`config.mk`:
```
export PLATFORM = sky130hd
export DESIGN_NAME = lcd_init_sequencer
export DESIGN_NICKNAME = d
export VERILOG_FILES = /design/src/rtl/seq_pkg.sv /design/src/rtl/down_counter.sv /design/src/rtl/ret_stack.sv /design/src/rtl/lcd_init_sequencer.sv
export SDC_FILE = /design/constraint.sdc
export NUM_CORES = 1
export LEC_CHECK = 0
export ABC_AREA = 1
export BUFFER_PORTS_ARGS = -buffer_cell sky130_fd_sc_hd__buf_2
export CELL_PAD_IN_SITES_DETAIL_PLACEMENT = 1
export CELL_PAD_IN_SITES_GLOBAL_PLACEMENT = 1
export CORE_ASPECT_RATIO = 1.75
export CORE_MARGIN = 1.5
export CORE_UTILIZATION = 51
export CTS_CLUSTER_DIAMETER = 80
export DETAILED_ROUTE_END_ITERATION = 10
export PLACE_DENSITY = 0.83
export SYNTH_ARGS = -nofsm -noshare
export SYNTH_HDL_FRONTEND = slang
export SYNTH_SLANG_ARGS = --single-unit
```
`constraint.sdc`:
```
create_clock -name clk -period 5.64 [get_ports clk]
set_input_delay 0.282 -clock clk [delete_from_list [all_inputs] [get_ports clk]]
set_output_delay 0.282 -clock clk [all_outputs]
set_load 0.01 [all_outputs]
```
`src/rtl/seq_pkg.sv`:
```
package seq_pkg;
  typedef enum logic [3:0] {
    S_PWR     = 4'd0,
    S_INIT1   = 4'd1,
    S_INIT2   = 4'd2,
    S_INIT3   = 4'd3,
    S_MODE4   = 4'd4,
    S_CMD_HI  = 4'd5,
    S_CMD_LO  = 4'd6,
    S_WR_EN   = 4'd7,
    S_WR_RET  = 4'd8,
    S_WAIT    = 4'd9,
    S_RETURN  = 4'd10,
    S_DONE    = 4'd11
  } seq_state_t;

  localparam int STATE_W = 4;
  localparam int NUM_CMDS = 4;

  function automatic logic [7:0] cmd_byte(input logic [1:0] idx);
    case (idx)
      2'd0:    cmd_byte = 8'h28;
      2'd1:    cmd_byte = 8'h06;
      2'd2:    cmd_byte = 8'h0C;
      default: cmd_byte = 8'h01;
    endcase
  endfunction
endpackage

```
`src/rtl/down_counter.sv`:
```
module down_counter #(
  parameter int W = 16
) (
  input  logic         clk,
  input  logic         load,
  input  logic [W-1:0] load_val,
  input  logic         dec,
  output logic         zero
);
  logic [W-1:0] cnt;

  always_ff @(posedge clk) begin
    if (load)
      cnt <= load_val;
    else if (dec && cnt != '0)
      cnt <= cnt - W'(1);
  end

  assign zero = (cnt == '0);
endmodule

```
`src/rtl/ret_stack.sv`:
```
module ret_stack #(
  parameter int DEPTH     = 4,
  parameter int W         = 4,
  parameter bit RAM_STYLE = 1'b0
) (
  input  logic                       clk,
  input  logic                       rst,
  input  logic                       push,
  input  logic                       pop,
  input  logic [W-1:0]               din,
  output logic [W-1:0]               top,
  output logic [$clog2(DEPTH+1)-1:0] level,
  output logic                       err
);
  localparam int PW = $clog2(DEPTH + 1);
  localparam int AW = (DEPTH > 1) ? $clog2(DEPTH) : 1;

  logic [W-1:0]  mem [DEPTH];
  logic [PW-1:0] sp;
  logic          err_q;
  logic          full, empty;
  logic [AW-1:0] wr_addr, rd_addr;

  assign full    = (sp == PW'(DEPTH));
  assign empty   = (sp == '0);
  assign wr_addr = AW'(sp);
  assign rd_addr = AW'(sp - PW'(1));

  always_ff @(posedge clk) begin
    if (push && !full)
      mem[wr_addr] <= din;
  end

  always_ff @(posedge clk) begin
    if (rst) begin
      sp    <= '0;
      err_q <= 1'b0;
    end else if (push) begin
      if (full) err_q <= 1'b1;
      else      sp    <= sp + PW'(1);
    end else if (pop) begin
      if (empty) err_q <= 1'b1;
      else       sp    <= sp - PW'(1);
    end
  end

  generate
    if (RAM_STYLE) begin : g_ram
      logic [W-1:0] rd_q;
      always_ff @(posedge clk) rd_q <= mem[rd_addr];
      assign top = rd_q;
    end else begin : g_reg
      assign top = mem[rd_addr];
    end
  endgenerate

  assign level = sp;
  assign err   = err_q;


  full_push_chk: assert property (@(posedge clk) disable iff (rst)
    (push && full) |=> ($stable(sp) && err_q));

  empty_pop_chk: assert property (@(posedge clk) disable iff (rst)
    (pop && !push && empty) |=> ($stable(sp) && err_q));

  err_sticky_chk: assert property (@(posedge clk) disable iff (rst)
    err_q |=> err_q);

  level_bound_chk: assert property (@(posedge clk) disable iff (rst)
    sp <= PW'(DEPTH));
endmodule

```
`src/rtl/lcd_init_sequencer.sv`:
```
module lcd_init_sequencer
  import seq_pkg::*;
#(
  parameter int STACK_DEPTH   = 4,
  parameter bit USE_RAM_STACK = 1'b0,
  parameter int DELAY_W       = 20,
  parameter int EN_CYCLES     = 12,
  parameter int PWR_DLY       = 750000,
  parameter int DLY1          = 205000,
  parameter int DLY2          = 5000,
  parameter int DLY3          = 2000,
  parameter int CMD_DLY       = 2000,
  parameter int CLR_DLY       = 82000
) (
  input  logic       clk,
  input  logic       rst,
  output logic [3:0] lcd_data,
  output logic       lcd_rs,
  output logic       lcd_en,
  output logic       init_done,
  output logic       stack_err
);
  localparam int EW = (EN_CYCLES > 1) ? $clog2(EN_CYCLES) : 1;
  localparam int LW = $clog2(STACK_DEPTH + 1);

  seq_state_t state, nxt, ret_tgt;
  logic [STATE_W-1:0] top_w, push_val;
  logic [LW-1:0]      stk_level;
  logic               push, pop;
  logic               dly_ld, dly_dec, dly_zero;
  logic [DELAY_W-1:0] dly_val;
  logic               en_ld, en_dec, en_zero;
  logic               wr_start, e_clr, idx_inc;
  logic [3:0]         wr_nib;
  logic [1:0]         cmd_idx;
  logic [7:0]         cmd;
  logic               last_cmd;

  ret_stack #(.DEPTH(STACK_DEPTH), .W(STATE_W), .RAM_STYLE(USE_RAM_STACK)) u_stack (
    .clk(clk), .rst(rst), .push(push), .pop(pop), .din(push_val),
    .top(top_w), .level(stk_level), .err(stack_err)
  );

  down_counter #(.W(DELAY_W)) u_delay (
    .clk(clk), .load(dly_ld), .load_val(dly_val), .dec(dly_dec), .zero(dly_zero)
  );

  down_counter #(.W(EW)) u_en (
    .clk(clk), .load(en_ld), .load_val(EW'(EN_CYCLES - 1)), .dec(en_dec), .zero(en_zero)
  );

  assign cmd      = cmd_byte(cmd_idx);
  assign last_cmd = (cmd_idx == 2'(NUM_CMDS - 1));
  assign ret_tgt  = USE_RAM_STACK ? S_RETURN : seq_state_t'(top_w);

  always_comb begin
    nxt = state; push = 1'b0; push_val = STATE_W'(S_PWR); pop = 1'b0;
    dly_ld = 1'b0; dly_val = '0; dly_dec = 1'b0; en_dec = 1'b0;
    wr_start = 1'b0; wr_nib = 4'h0; e_clr = 1'b0; idx_inc = 1'b0;
    case (state)
      S_PWR: begin
        dly_ld = 1'b1; dly_val = DELAY_W'(PWR_DLY);
        push = 1'b1; push_val = STATE_W'(S_INIT1); nxt = S_WAIT;
      end
      S_INIT1: begin
        wr_start = 1'b1; wr_nib = 4'h3; dly_val = DELAY_W'(DLY1);
        push_val = STATE_W'(S_INIT2);
      end
      S_INIT2: begin
        wr_start = 1'b1; wr_nib = 4'h3; dly_val = DELAY_W'(DLY2);
        push_val = STATE_W'(S_INIT3);
      end
      S_INIT3: begin
        wr_start = 1'b1; wr_nib = 4'h3; dly_val = DELAY_W'(DLY3);
        push_val = STATE_W'(S_MODE4);
      end
      S_MODE4: begin
        wr_start = 1'b1; wr_nib = 4'h2; dly_val = DELAY_W'(CMD_DLY);
        push_val = STATE_W'(S_CMD_HI);
      end
      S_CMD_HI: begin
        wr_start = 1'b1; wr_nib = cmd[7:4]; dly_val = DELAY_W'(CMD_DLY);
        push_val = STATE_W'(S_CMD_LO);
      end
      S_CMD_LO: begin
        wr_start = 1'b1; wr_nib = cmd[3:0]; idx_inc = 1'b1;
        dly_val  = last_cmd ? DELAY_W'(CLR_DLY) : DELAY_W'(CMD_DLY);
        push_val = last_cmd ? STATE_W'(S_DONE) : STATE_W'(S_CMD_HI);
      end
      S_WR_EN: begin
        if (en_zero) begin
          e_clr = 1'b1; push = 1'b1; push_val = STATE_W'(S_WR_RET); nxt = S_WAIT;
        end else begin
          en_dec = 1'b1;
        end
      end
      S_WAIT: begin
        if (dly_zero) begin
          pop = 1'b1; nxt = ret_tgt;
        end else begin
          dly_dec = 1'b1;
        end
      end
      S_WR_RET: begin
        pop = 1'b1; nxt = ret_tgt;
      end
      S_RETURN: nxt = seq_state_t'(top_w);
      S_DONE:   nxt = S_DONE;
      default:  nxt = S_PWR;
    endcase
    if (wr_start) begin
      push = 1'b1; dly_ld = 1'b1; nxt = S_WR_EN;
    end
  end

  assign en_ld = wr_start;

  always_ff @(posedge clk) begin
    if (rst) begin
      state     <= S_PWR;
      lcd_en    <= 1'b0;
      lcd_data  <= 4'h0;
      lcd_rs    <= 1'b0;
      cmd_idx   <= 2'd0;
      init_done <= 1'b0;
    end else begin
      state <= nxt;
      if (wr_start) begin
        lcd_en   <= 1'b1;
        lcd_data <= wr_nib;
        lcd_rs   <= 1'b0;
      end
      if (e_clr)   lcd_en  <= 1'b0;
      if (idx_inc) cmd_idx <= cmd_idx + 2'd1;
      if (state == S_DONE) init_done <= 1'b1;
    end
  end


  done_sticky_chk: assert property (@(posedge clk) disable iff (rst)
    init_done |=> init_done);

  done_empty_chk: assert property (@(posedge clk) disable iff (rst)
    init_done |-> (stk_level == '0));

  en_state_chk: assert property (@(posedge clk) disable iff (rst)
    lcd_en |-> (state == S_WR_EN));

  data_stable_chk: assert property (@(posedge clk) disable iff (rst)
    (lcd_en && $past(lcd_en)) |-> $stable(lcd_data));
endmodule

```
### Word-level counts from Yosys, hierarchy flattened

Memory sizes are Yosys's and may differ from the RTL's.
Index checks and enable logic that the tools add are counted.

| cells by class | value |
|---|---|
| add/subtract/negate cells | 5 |
| equality and inequality tests | 23 |
| multiplexer cells | 37 |
| bitwise operators | 1 |
| reduce and logical (&&, ||, !) cells | 24 |

Operator list:

| operator | count |
|---|---|
| case mux 20 bit (5 select lines) | 1 |
| two-way mux 20 bit | 2 |
| case mux 4 bit (8 select lines) | 1 |
| case mux 4 bit (6 select lines) | 1 |
| logical NOT 20 bit | 1 |
| nonzero test 20 bit | 1 |
| subtractor 20 x 1 -> 20 bit (second input constant) | 1 |
| two-way mux 1 bit | 18 |
| case mux 6 bit (3 select lines) | 1 |
| two-way mux 17 bit | 1 |
| equality test 4 x 3 -> 1 bit (second input constant) | 4 |
| equality test 4 bit (second input constant) | 4 |
| two-way mux 4 bit | 4 |
| case mux 4 bit (4 select lines) | 1 |
| two-way mux 3 bit | 5 |
| AND reduction 3 bit | 4 |
| equality test 4 x 2 -> 1 bit (second input constant) | 2 |
| logical NOT 4 bit | 2 |
| != test 2 bit (second input constant) | 4 |
| != test 3 bit (second input constant) | 2 |
| nonzero test 2 bit | 3 |
| OR reduction 2 bit | 3 |
| OR reduction 3 bit | 2 |
| OR reduction 6 bit | 1 |
| other kinds (16) | 21 |

| storage, ports and cells | value |
|---|---|
| register bits | 40 |
| memory bits (writable) | 16 |
| bits of input ports | 2 |
| output and inout port bits | 8 |
| memories kept | 1 |

Memory list:

| name | depth | bits a word | read ports | clocked after memory_dff | write ports | RTL line | text |
|---|---|---|---|---|---|---|---|
| u_stack.mem | 4 | 4 | 1 | 0 | 1 | ret_stack.sv:18 | `logic [W-1:0] mem [DEPTH];` |

### Longest topological paths before layout

| depth | value |
|---|---|
| word-level depth | 7 |
| depth in mapped cells | 11 |
| mapped depth without buffers | 11 |

### Hierarchy

From an unflattened synthesis, not the netlist that was laid out.

| second synthesis, totals | value |
|---|---|
| cell total of the unflattened synthesis | 433 |
| area total of the unflattened synthesis | 3470.8 um2 |

By module, submodules not included:

| module | times used | cells an instance | area each (um2) | seq. area each (um2) |
|---|---|---|---|---|
| down_counter at u_delay | 1 | 187 | 1433.9 | 600.6 |
| ret_stack | 1 | 89 | 944.7 | 560.5 |
| lcd_init_sequencer | 1 | 129 | 858.3 | 240.2 |
| down_counter at u_en | 1 | 28 | 234.0 | 120.1 |

### Worst setup path before layout

OpenSTA, ideal clock, no wires.

| timing | value |
|---|---|
| path kind | register to register |
| start point | reg u_delay.cnt[0] |
| end point | reg u_delay.cnt[0], enable pin |
| arrival time | 1.371 ns |
| slack | 3.875 ns |
| stages on the path, launching flop included | 8 |
| buffers on the path | 0 |
| clock period less this slack | 1.765 ns |
| cell sequence | edfxtp_1 > inv_1 > ha_1 > nand2_1 > nor2_1 > nand3_1 > nand2_1 > nand2_1 |

| on the way | value |
|---|---|
| word-level cells in the longest chain between the ends | 5 |

RTL lines:

| item | RTL line | text |
|---|---|---|
| from (decl) | down_counter.sv:10 | `logic [W-1:0] cnt;` |
| from (signal assigned) | down_counter.sv:14 | `cnt <= load_val;` |
| from (signal assigned) | down_counter.sv:16 | `cnt <= cnt - W'(1);` |
| logical NOT 20 bit | down_counter.sv:19 | `assign zero = (cnt == '0);` |
| two-way mux 1 bit | lcd_init_sequencer.sv:98 | `if (dly_zero) begin` |
| two-way mux 1 bit | lcd_init_sequencer.sv:60 | `case (state)` |
| logical AND 1 bit (*) | down_counter.sv:15 | `else if (dec && cnt != '0)` |
| nonzero test 2 bit (no line) (*) | -- |  |

Mark *: on every way between the ends. The rest lies on a longest branch, timed or not.
A chain may end at the register's enable or synchronous reset.

### Worst setup path after layout

| timing | value |
|---|---|
| start point | reg u_stack.sp[0] (netlist: u_stack.level[0]) |
| end point | mem u_stack.mem[3][0], enable pin |

| on the way | value |
|---|---|
| word-level cells in the longest chain between the ends | 5 |

RTL lines:

| item | RTL line | text |
|---|---|---|
| from (decl) | ret_stack.sv:19 | `logic [PW-1:0] sp;` |
| from (signal assigned) | ret_stack.sv:40 | `else sp <= sp + PW'(1);` |
| from (signal assigned) | ret_stack.sv:43 | `else sp <= sp - PW'(1);` |
| equality test 3 bit | ret_stack.sv:24 | `assign full = (sp == PW'(DEPTH));` |
| logical NOT 1 bit | ret_stack.sv:30 | `if (push && !full)` |
| logical AND 1 bit | ret_stack.sv:30 |  |
| two-way mux 1 bit | ret_stack.sv:30 |  |
| two-way mux 1 bit (not written as such) | ret_stack.sv:31 | `mem[wr_addr] <= din;` |
| to (decl) | ret_stack.sv:18 |  |

Several ways; a longest one is shown, not always the timed one.

==> results.toml <==
[route]
firstDrtPassIters = 4
drc = 0
vias_per_cell = 5.22
avgRoutedWirePerCell_um = 16.0
vias = 2419
ant_nets = 0
drt_iter0_markers = 50
finalWirelength_um = 7390

[cts]
root_buffer = "clkbuf_8"
cts_tree = "built"
cts-resized-gates = 0
clock-sinks = 56
htree_levels = 2
clk_path_buf_depth = 2
cts.reportedPaths.clkPinSlew_ns = 0.10
cts_buffers = 5
postCtsSetupBuffers = 0
holdBufCountCts = 0
clk_latency_ns = 0.33

[placement]
hpwlAfterDp_um = 5850
post_dp_cell_area_um2 = 3260
gp_congestion = 0.873
portBuffers = 8
place_ws_ns = 3.37

[layout]
finalInstanceArea_um2 = 3370
fillers = 772
fin_nets = 400
final_core_utilization_pct = 56.9
drive_gt1_share_pct = 11.2
synthToLayoutAreaGrowth_pct = 7.19
antenna_cells = 0

[synthesis]
synthSimpleGateAreaFrac_pct = 28.1
async_flop_share_pct = 0
ys_seq_elements = 56
synth_xor_area_share_pct = 2.50
ys_types = 38
syn_inst = 374
synth.avg_cell_area_um2 = 8.42
synth.mux.area_fraction_pct = 0
synth-seq-area-share_pct = 47.1
synth_edf_count = 36
synth_compound_area_share_pct = 9.30
synth_warnings = 0
syn_area_um2 = 3150
ys.flop_type = "edfxtp_1"
synth_fa_ha_area_share_pct = 5.56
syn-num-nets = 390
synth_top_family_by_area = "simple AND/OR/NAND/NOR gates"

[grt]
track_usage_pct = 24.6
grt_pass1_wl_um = 12400
grt.overflow.total = 0
grt_pass1_vias = 2656
antenna_found_initial = 0
grt_max_degree = 21

[floorplanning]
fp.coreArea_um2 = 5930
fp.dieW_um = 62.4
initial_utilization_pct = 53.1
placement_rows = 37
io_pins = 10
die_area_um2 = 6670
die_h_um = 107

[sta]
min_period_over_period_pct = 40.8
slew_violations = 0
holdWs_ns = 0.264
final.setup.tns_ns = 0
slew_headroom_pct = 41.7
finalHoldViolCount = 0
setup_viol = 0
period_minus_slack_ns = 2.30
rsz0062_at_grt = "false"
fin_ws_ns = 3.34
max_freq_mhz = 435
finalClockSkew_ns = 0.0121
tightest_slew_ns = 0.865

[worst_setup_path]
crit_arrival_ns = 2.31
crit_top_cell = "ha_1"
cp.required_ns = 5.64
path_max_fanout = 13
cp-end-kind = "flip-flop"
cp_slowest_cell = "dfxtp_1"
crit_chain = "clkinv_1 -> ha_1 -> ha_1 -> inv_1 -> nand2_4 -> nor2_1"
cp-start-kind = "flip-flop"
critPathKind = "flip-flop to flip-flop"
max_stage_delay_ns = 0.62

[hold_path]
hold_class = "primary input to flip-flop"

[pwr]
p_leak_nw = 1.50
powerDensity_nw_per_um2 = 553
peakVddDrop_mv = 0.339

[outcome]
status = "complete, no violations"

[flow_run]
drv_cap = 0
## Yosys cell counts (3+ instances only)
| cell | instances | area share, % |
|---|---|---|
| inv_1 | 48 | 5.7 |
| or2_2 | 3 | 0.60 |
| xor2_1 | 6 | 1.7 |
| nand3_4 | 3 | 1.7 |
| nor3_1 | 6 | 0.95 |
| ha_1 | 14 | 5.6 |
| o21ai_0 | 20 | 3.2 |
| edfxtp_1 | 36 | 34 |
| nand2_4 | 5 | 1.8 |
| inv_2 | 3 | 0.36 |
| nor2_4 | 4 | 1.4 |
| dfxtp_1 | 20 | 13 |
| a31oi_1 | 3 | 0.60 |
| nand3_1 | 22 | 3.5 |
| buf_2 | 3 | 0.48 |
| nor2_1 | 52 | 6.2 |
| xnor2_1 | 3 | 0.83 |
| a21oi_1 | 20 | 3.2 |
| nand2_1 | 75 | 8.9 |
| nand2_2 | 4 | 0.79 |
## layout by cell type, fill, tap and decap left out, types with 8 or more instances in the layout
master and instances:
a21oi_1 20, edfxtp_1 36, nor2_1 52, inv_1 48, nand3_1 22, buf_2 8, o21ai_0 20, nand2_1 75
ha_1 14, dfxtp_1 20
## final cells by class
class | instances | area, um2 | share of cell area [%]
clock buffer | 5 | 68.8 | 2.04
clock inverter | 3 | 46.3 | 1.37
inverter | 53 | 204 | 6.04
multi-input combinational | 260 | 1440 | 42.6
sequential | 56 | 1480 | 43.9
tap | 78 | 97.6 | 2.89
timing repair buffer | 8 | 40.0 | 1.19
## final timing paths
kind | startpoint | to | cells past startpoint | slack (ns)
hold reg to reg | init_done$_SDFFE_PP0P_ | init_done$_SDFFE_PP0P_ | 2 | 0.47
hold / removal | rst | state[0]$_SDFFE_PP0P_ | 2 | 0.26
setup / recovery | u_stack.level[0]$_SDFFE_PP0P_ | u_stack.mem[3][0]$_DFFE_PP_ | 6 | 3.34
setup reg to reg | u_stack.level[0]$_SDFFE_PP0P_ | u_stack.mem[3][0]$_DFFE_PP_ | 6 | 3.34
## registers in the layout (all words and copies together), names as in the netlist
register / cells
u_stack.err: 1
u_stack.level: 3
init_done: 1
u_en.cnt: 4
state: 4
cmd_idx: 2
u_stack.mem: 16
lcd_data: 4
lcd_en: 1
u_delay.cnt: 20
## per-layer routing
metal  wire length (um)  GRT usage [%]
met5                  0              0
met4                285           13.8
met3                151           3.78
met2               4250           49.2
met1               2710           23.1
## power breakdown
group	internal (mW)	total (mW)	leakage, nW	switching, mW
Clock	0.134	0.269	0.0548	0.135
Combinational	0.276	0.844	0.914	0.568
Sequential	0.643	0.752	0.526	0.109
Total	1.05	1.86	1.50	0.812
## critical path, delay by kind of cell (launching register included)
family	cells	cell delay, ns
flops	1	0.62
buf+inv	2	0.46
simple gates	2	0.36
fa+ha+maj	2	0.54
## logic make-up (layout without fill, tap and decap cells)
family / Yosys count / after routing
simple gates: 183 / 183
buf+inv: 58 / 69
flops: 56 / 56
compound gates: 53 / 53
fa+ha+maj: 14 / 14
xor+xnor: 9 / 9
other cells: 1 / 1
## stage by stage
stage,power [mW],cells
6_report,1.86,463
5_1_grt,2.01,463
3_3_place_gp,1.57,455
3_5_place_dp,1.61,455
2_1_floorplan,1.36,374
4_1_cts,1.89,463
(Power assumes the default switching activity.)
